$ cat config.mk
export PLATFORM = sky130hd
export DESIGN_NAME = cpu_supervisor
export DESIGN_NICKNAME = d
export VERILOG_FILES = /design/src/rtl/sup_pkg.sv /design/src/rtl/sup_sync.sv /design/src/rtl/sup_debounce.sv /design/src/rtl/sup_hold_timer.sv /design/src/rtl/cpu_supervisor.sv
export SDC_FILE = /design/constraint.sdc
export NUM_CORES = 1
export LEC_CHECK = 0
export ABC_AREA = 1
export CAP_MARGIN = 20
export CORE_ASPECT_RATIO = 2
export CORE_MARGIN = 8
export CORE_UTILIZATION = 60
export DETAILED_ROUTE_END_ITERATION = 10
export GPL_TIMING_DRIVEN = 0
export PLACE_DENSITY = 0.86
export SLEW_MARGIN = 25
export SYNTH_ARGS = -nofsm -noshare
export SYNTH_HDL_FRONTEND = slang
export SYNTH_HIERARCHICAL = 1
export SYNTH_SLANG_ARGS = --single-unit
export TNS_END_PERCENT = 30
$ cat constraint.sdc
create_clock -name clk -period 1.6 [get_ports clk]
set_input_delay 0.48 -clock clk [delete_from_list [all_inputs] [get_ports clk]]
set_output_delay 0.48 -clock clk [all_outputs]
set_load 0.01 [all_outputs]
$ cat src/rtl/sup_pkg.sv
package sup_pkg;

    // Synchronized view of the three raw supervisor inputs
    typedef struct packed {
        logic supply_ok;
        logic sense_ok;
        logic button_n;
    } sup_flags_t;

    localparam int SUP_FLAG_W = $bits(sup_flags_t);

    // Safe values while in reset: supply treated as failed, no warning, button released
    localparam sup_flags_t SUP_FLAGS_RST = '{supply_ok: 1'b0, sense_ok: 1'b1, button_n: 1'b1};

endpackage

$ cat src/rtl/sup_sync.sv
module sup_sync #(
    parameter int STAGES = 2
) (
    input  logic                clk,
    input  logic                rst_n,
    input  sup_pkg::sup_flags_t raw_i,
    output sup_pkg::sup_flags_t sync_o
);
    import sup_pkg::*;

    sup_flags_t stage_d [STAGES];
    sup_flags_t stage_q [STAGES];

    always_comb begin
        stage_d[0] = raw_i;
        for (int i = 1; i < STAGES; i++) begin
            stage_d[i] = stage_q[i-1];
        end
    end

    generate
        for (genvar g = 0; g < STAGES; g++) begin : g_stage
            always_ff @(posedge clk or negedge rst_n) begin
                if (!rst_n) begin
                    stage_q[g] <= SUP_FLAGS_RST;
                end else begin
                    stage_q[g] <= stage_d[g];
                end
            end
        end
    endgenerate

    assign sync_o = stage_q[STAGES-1];

endmodule

$ cat src/rtl/sup_debounce.sv
module sup_debounce #(
    parameter int DEBOUNCE_CYCLES = 8
) (
    input  logic clk,
    input  logic rst_n,
    input  logic button_n_i,
    output logic pressed_o
);
    localparam int CW = (DEBOUNCE_CYCLES > 1) ? $clog2(DEBOUNCE_CYCLES) : 1;
    localparam logic [CW-1:0] CNT_LAST = CW'(DEBOUNCE_CYCLES - 1);

    typedef struct packed {
        logic          pressed;
        logic [CW-1:0] cnt;
    } db_state_t;

    db_state_t st_d, st_q;

    always_comb begin
        st_d = st_q;
        if ((!button_n_i) != st_q.pressed) begin
            if (st_q.cnt == CNT_LAST) begin
                st_d.pressed = !button_n_i;
                st_d.cnt     = '0;
            end else begin
                st_d.cnt = st_q.cnt + 1'b1;
            end
        end else begin
            st_d.cnt = '0;
        end
    end

    always_ff @(posedge clk or negedge rst_n) begin
        if (!rst_n) begin
            st_q <= '{pressed: 1'b0, cnt: '0};
        end else begin
            st_q <= st_d;
        end
    end

    assign pressed_o = st_q.pressed;

    // The debounced level only changes after a full window of disagreement
    assert_full_window_R5: assert property (@(posedge clk) disable iff (!rst_n)
        !$stable(st_q.pressed) |-> $past(st_q.cnt) == CNT_LAST);

endmodule

$ cat src/rtl/sup_hold_timer.sv
module sup_hold_timer #(
    parameter int HOLD_CYCLES = 40
) (
    input  logic clk,
    input  logic rst_n,
    input  logic fault_i,
    output logic active_o
);
    localparam int CW = (HOLD_CYCLES > 1) ? $clog2(HOLD_CYCLES) : 1;
    localparam logic [CW-1:0] HOLD_LAST = CW'(HOLD_CYCLES - 1);

    typedef struct packed {
        logic          active;
        logic [CW-1:0] cnt;
    } hold_state_t;

    hold_state_t st_d, st_q;

    always_comb begin
        st_d = st_q;
        if (fault_i) begin
            st_d.active = 1'b1;
            st_d.cnt    = '0;
        end else if (st_q.active) begin
            if (st_q.cnt == HOLD_LAST) begin
                st_d.active = 1'b0;
                st_d.cnt    = '0;
            end else begin
                st_d.cnt = st_q.cnt + 1'b1;
            end
        end
    end

    always_ff @(posedge clk or negedge rst_n) begin
        if (!rst_n) begin
            st_q <= '{active: 1'b1, cnt: '0};
        end else begin
            st_q <= st_d;
        end
    end

    assign active_o = st_q.active;

    assert_fault_asserts_R3: assert property (@(posedge clk) disable iff (!rst_n)
        fault_i |=> active_o);

    assert_cnt_in_range_R4: assert property (@(posedge clk) disable iff (!rst_n)
        st_q.cnt <= HOLD_LAST);

    assert_release_after_full_R4: assert property (@(posedge clk) disable iff (!rst_n)
        $fell(st_q.active) |-> ($past(st_q.cnt) == HOLD_LAST && !$past(fault_i)));

    assert_restart_on_fault_R8: assert property (@(posedge clk) disable iff (!rst_n)
        fault_i |=> st_q.cnt == '0);

endmodule

$ cat src/rtl/cpu_supervisor.sv
module cpu_supervisor #(
    parameter int SYNC_STAGES     = 2,
    parameter int DEBOUNCE_CYCLES = 500_000,
    parameter int HOLD_CYCLES     = 6_500_000
) (
    input  logic clk,
    input  logic rst_n,
    input  logic supply_ok_i,
    input  logic sense_ok_i,
    input  logic button_n_i,
    output logic irq_n_o,
    output logic reset_n_o,
    output logic reset_o
);
    import sup_pkg::*;

    sup_flags_t raw_flags;
    sup_flags_t sync_flags;
    logic       btn_pressed;
    logic       fault;
    logic       hold_active;

    assign raw_flags = '{supply_ok: supply_ok_i, sense_ok: sense_ok_i, button_n: button_n_i};

    sup_sync #(.STAGES(SYNC_STAGES)) sync_i (
        .clk    (clk),
        .rst_n  (rst_n),
        .raw_i  (raw_flags),
        .sync_o (sync_flags)
    );

    sup_debounce #(.DEBOUNCE_CYCLES(DEBOUNCE_CYCLES)) debounce_i (
        .clk        (clk),
        .rst_n      (rst_n),
        .button_n_i (sync_flags.button_n),
        .pressed_o  (btn_pressed)
    );

    assign fault = !sync_flags.supply_ok || btn_pressed;

    sup_hold_timer #(.HOLD_CYCLES(HOLD_CYCLES)) hold_i (
        .clk      (clk),
        .rst_n    (rst_n),
        .fault_i  (fault),
        .active_o (hold_active)
    );

    assign irq_n_o   = sync_flags.sense_ok;
    assign reset_o   = hold_active;
    assign reset_n_o = !hold_active;

    // A debounced press keeps reset asserted
    assert_press_holds_reset_R6: assert property (@(posedge clk) disable iff (!rst_n)
        btn_pressed |=> reset_o);

endmodule

==> flow_metrics.env <==
export IMPL_vdd_drop_max_mv=0.687
export IMPL_drive_gt1_share_pct=21.0
export IMPL_overall_track_demand_over_capacity_in_global_routing_pct=18.5
export IMPL_placement_rows=36
export IMPL_met2_demand_to_capacity_share_in_global_routing_pct=34.5
export IMPL_total_switching_power_mw=0.473
export IMPL_clkLatencyLatePin_ps=290
export IMPL_timing_max_cap_violations=0
export IMPL_worst_path_buf_inv=1
export IMPL_setup_worst_path_class="reg -> out"
export IMPL_worst_slew_pin_slew_ps=642
export IMPL_timing_critical_path_required_ps=1120
export IMPL_vias=2413
export IMPL_detail_route_drc_violations=0
export IMPL_yosysMostFrequentCell="sky130_fd_sc_hd__nand2_1"
export IMPL_die_area_mm2=0.00756
export IMPL_wl_per_cell_um=14.4
export IMPL_final_setup_viol_count=0
export IMPL_final_util_pct=67.4
export IMPL_grtUsageMet3_pct=2.93
export IMPL_post_synth_main_area_contributors="sky130_fd_sc_hd__dfrtp_1 (38%), sky130_fd_sc_hd__nand2_1 (12%), sky130_fd_sc_hd__nor2_1 (8.5%)"
export IMPL_synth_seq_area_share_pct=42.6
export IMPL_met1_usage_pct=17.1
export IMPL_synth_top_cell_area_share_pct=38.2
export IMPL_fin_cells=448
export IMPL_largest_buffer_count_on_any_clock_path=2
export IMPL_postSynthAreaPerCell_um2=7.93
export IMPL_antenna_violations_before_repair=0
export IMPL_globalRouteOverflowTotal=0
export IMPL_syn_nets=379
export IMPL_worstRegToRegCells=10
export IMPL_synth_top_area_cell="sky130_fd_sc_hd__dfrtp_1"
export IMPL_p_r_area_growth_vs_syn_pct=10.0
export IMPL_fin_crit_sh_pct=96.6
export IMPL_p_comb_share_pct=5.4
export IMPL_grt_start_max_net_pins=51
export IMPL_syn_inst=372
export IMPL_outcome="completed"
export IMPL_die_y_um=115
export IMPL_post_route_cell_area_mm2=0.00325
export IMPL_n_antenna_cell=0
export IMPL_grt_most_used_layer="met2"
export IMPL_synth_cell_types=32
export IMPL_post_layout_total_power_mw=2.16
export IMPL_totalWireLength_mm=6.45
export IMPL_synthesis_area_mm2=0.00295
export IMPL_intPower_mw=1.68
export IMPL_number_of_fill_cells=406
export IMPL_pin_count=8
export IMPL_synthTopCellsByCount="sky130_fd_sc_hd__nand2_1 (95), sky130_fd_sc_hd__nor2_1 (67), sky130_fd_sc_hd__dfrtp_1 (45), sky130_fd_sc_hd__inv_1 (33), sky130_fd_sc_hd__nand3_1 (21)"
export IMPL_final_max_slew_violation_count=0
export IMPL_arrival_ps=1070
export IMPL_synth_edf_count=0
export IMPL_yosys_register_bits=50
export IMPL_clock_skew_final_ps=5.35
export IMPL_ctsHoldBuffers=0
export IMPL_path_cells="dlygate4sd2_1"
export IMPL_clock_tree_root_cell="sky130_fd_sc_hd__clkbuf_8"
export IMPL_worst_path_stages=1
export IMPL_fin_nets=397
export IMPL_placed_area_mm2=0.00309
export IMPL_port_buffers=7
export IMPL_crit_path_max_fanout=1
export IMPL_power_density_mw_per_mm2=664
export IMPL_rsz0062_at_grt="yes"
export IMPL_p_clk_share_pct=34.2
export IMPL_drtIter0Drc=110
export IMPL_switching_share_pct=22.0
export IMPL_ant_nets=0
export IMPL_numPlacedInstances=436
export IMPL_htree_depth=2
export IMPL_avgViaCountPerCell=5.39
export IMPL_crit_path_end_kind="output port"
export IMPL_timing_hold_violations_final=0
export IMPL_critical_path_top_delay_family="flip-flops"
export IMPL_max_freq_mhz=647
export IMPL_initial_core_util_pct=61.2
export IMPL_cts_reportedPaths_clkPinSlew_ps=80
export IMPL_yosys_warnings=6
export IMPL_dr_pass1_iters=4
export IMPL_timing_hold_worst_class="in -> async"
export IMPL_critical_path_slowest_cell="sky130_fd_sc_hd__dfstp_2"
export IMPL_critical_path_max_stage_delay_ps=520
export IMPL_vias_in_the_first_global_route=2501
export IMPL_cts_tree="yes"
export IMPL_place_gp_congestion=0.954
export IMPL_seq_power_share_pct=60.4
export IMPL_core_area_mm2=0.00482
export IMPL_grt_pass1_wl_mm=11.0
export IMPL_startpoint_type="register"
export IMPL_dieWidth_um=65.6
export IMPL_async_flop_share_pct=100
export IMPL_cts_num_sinks=50
export IMPL_power_leakage_nw=1.35
export IMPL_finalWorstPathRequiredPeriod_ps=1550
export IMPL_post_dp_hpwl_mm=4.86
export IMPL_relSlewSlack_pct=57.2
export IMPL_synth_flop_cell="sky130_fd_sc_hd__dfrtp_1"
export IMPL_cts_buffers=5
==> path summary, 6_finish.rpt <==
| check | from | to | slack (ps) |
|---|---|---|---|
| min in group clk | sync_i/stage_d[2] | sync_i/sync_o[2] | 360 |
| setup / recovery | sync_i/sync_o[1] | irq_n_o | 50 |
| hold / removal | rst_n | debounce_i/st_q[13] | 190 |
| max in group asynchronous | rst_n | hold_i/st_q[19] | 960 |
| setup reg to reg | hold_i/st_q[1] | hold_i/st_q[21] | 100 |
| hold reg to reg | sync_i/stage_d[2] | sync_i/sync_o[2] | 360 |
==> power by group through the flow <==
stage | clock network (mW) | registers [mW] | logic, mW
2_1_floorplan | 0 | 1.33 | 0.0547
3_5_place_dp | 0 | 1.33 | 0.106
4_1_cts | 0.756 | 1.30 | 0.111
3_3_place_gp | 0 | 1.33 | 0.104
6_report | 0.736 | 1.30 | 0.117
5_1_grt | 0.814 | 1.30 | 0.132
==> routing by layer <==
| layer | wire (um) | vias to the layer above | share of wire, % |
|---|---|---|---|
| li1 | - | 1199 | - |
| met1 | 2290 | 1130 | 35 |
| met2 | 3620 | 56 | 56 |
| met3 | 153 | 28 | 2.4 |
| met4 | 393 | 0 | 6.1 |
| met5 | 0 | - | 0 |
==> sequential cells by signal, summed over array words and instances (netlist names) <==
register / flops
hold_i/active_o: 1
debounce_i/pressed_o: 1
hold_i/st_q: 23
debounce_i/st_q: 19
sync_i/sync_o: 3
sync_i/stage_d: 3
==> cells by family after synthesis <==
family	Yosys count	synth area share [%]
AOI/OAI and AO/OA	28	7.21
buffers and inverters	42	5.81
DFF	50	42.6
xor gates and xnor gates	19	5.89
adders and majority gates	2	0.848
and+or+nand+nor	231	37.6
==> cell usage in the layout (no fill, tap or decap), types with 2 or more instances in the layout <==
cell type	instances
sky130_fd_sc_hd__dfrtp_1	45
sky130_fd_sc_hd__nand3_4	2
sky130_fd_sc_hd__clkbuf_1	2
sky130_fd_sc_hd__xor2_1	12
sky130_fd_sc_hd__nand3_1	20
sky130_fd_sc_hd__nor2_4	9
sky130_fd_sc_hd__clkdlybuf4s50_1	3
sky130_fd_sc_hd__xnor2_1	6
sky130_fd_sc_hd__buf_12	2
sky130_fd_sc_hd__nand2_4	3
sky130_fd_sc_hd__nand2_2	9
sky130_fd_sc_hd__o22ai_2	6
sky130_fd_sc_hd__nor2_2	12
sky130_fd_sc_hd__dfstp_2	5
sky130_fd_sc_hd__nand3_2	6
sky130_fd_sc_hd__inv_1	33
sky130_fd_sc_hd__nand2_1	95
sky130_fd_sc_hd__o21ai_1	8
sky130_fd_sc_hd__nor2_1	66
sky130_fd_sc_hd__o21ai_2	4
sky130_fd_sc_hd__a21oi_1	3
sky130_fd_sc_hd__buf_2	3
sky130_fd_sc_hd__o21ai_0	3
sky130_fd_sc_hd__nand4_1	6
sky130_fd_sc_hd__clkbuf_8	6
sky130_fd_sc_hd__inv_2	6
sky130_fd_sc_hd__buf_4	4
==> stage by stage <==
stage / setup TNS [ps] / setup slack (ps) / hold slack, ps
2_1_floorplan: 0 / 161 / 184
3_3_place_gp: -67790 / -1390 / 333
3_5_place_dp: -1400 / -122 / 339
4_1_cts: 0 / 1.93 / 226
5_1_grt: -119 / -41.5 / 244
6_report: 0 / 54.2 / 189
==> layout make-up <==
class / instances / area [um^2] / share of cell area [%]
buffer: 3 / 30.0 / 0.925
multi-input combinational: 280 / 1550 / 47.8
timing repair buffer: 11 / 98.8 / 3.04
sequential: 50 / 1260 / 38.7
clock buffer: 8 / 90.1 / 2.77
inverter: 39 / 146 / 4.51
tap: 57 / 71.3 / 2.20
==> timing repair <==
item | in CTS | in global routing
endpoints found under the setup margin | 23 | 29
pin swaps | 0 | 2
resized for setup | 8 | 7
buffers inserted | 2 | 2
No activity file was read; power rests on OpenSTA's default activity.
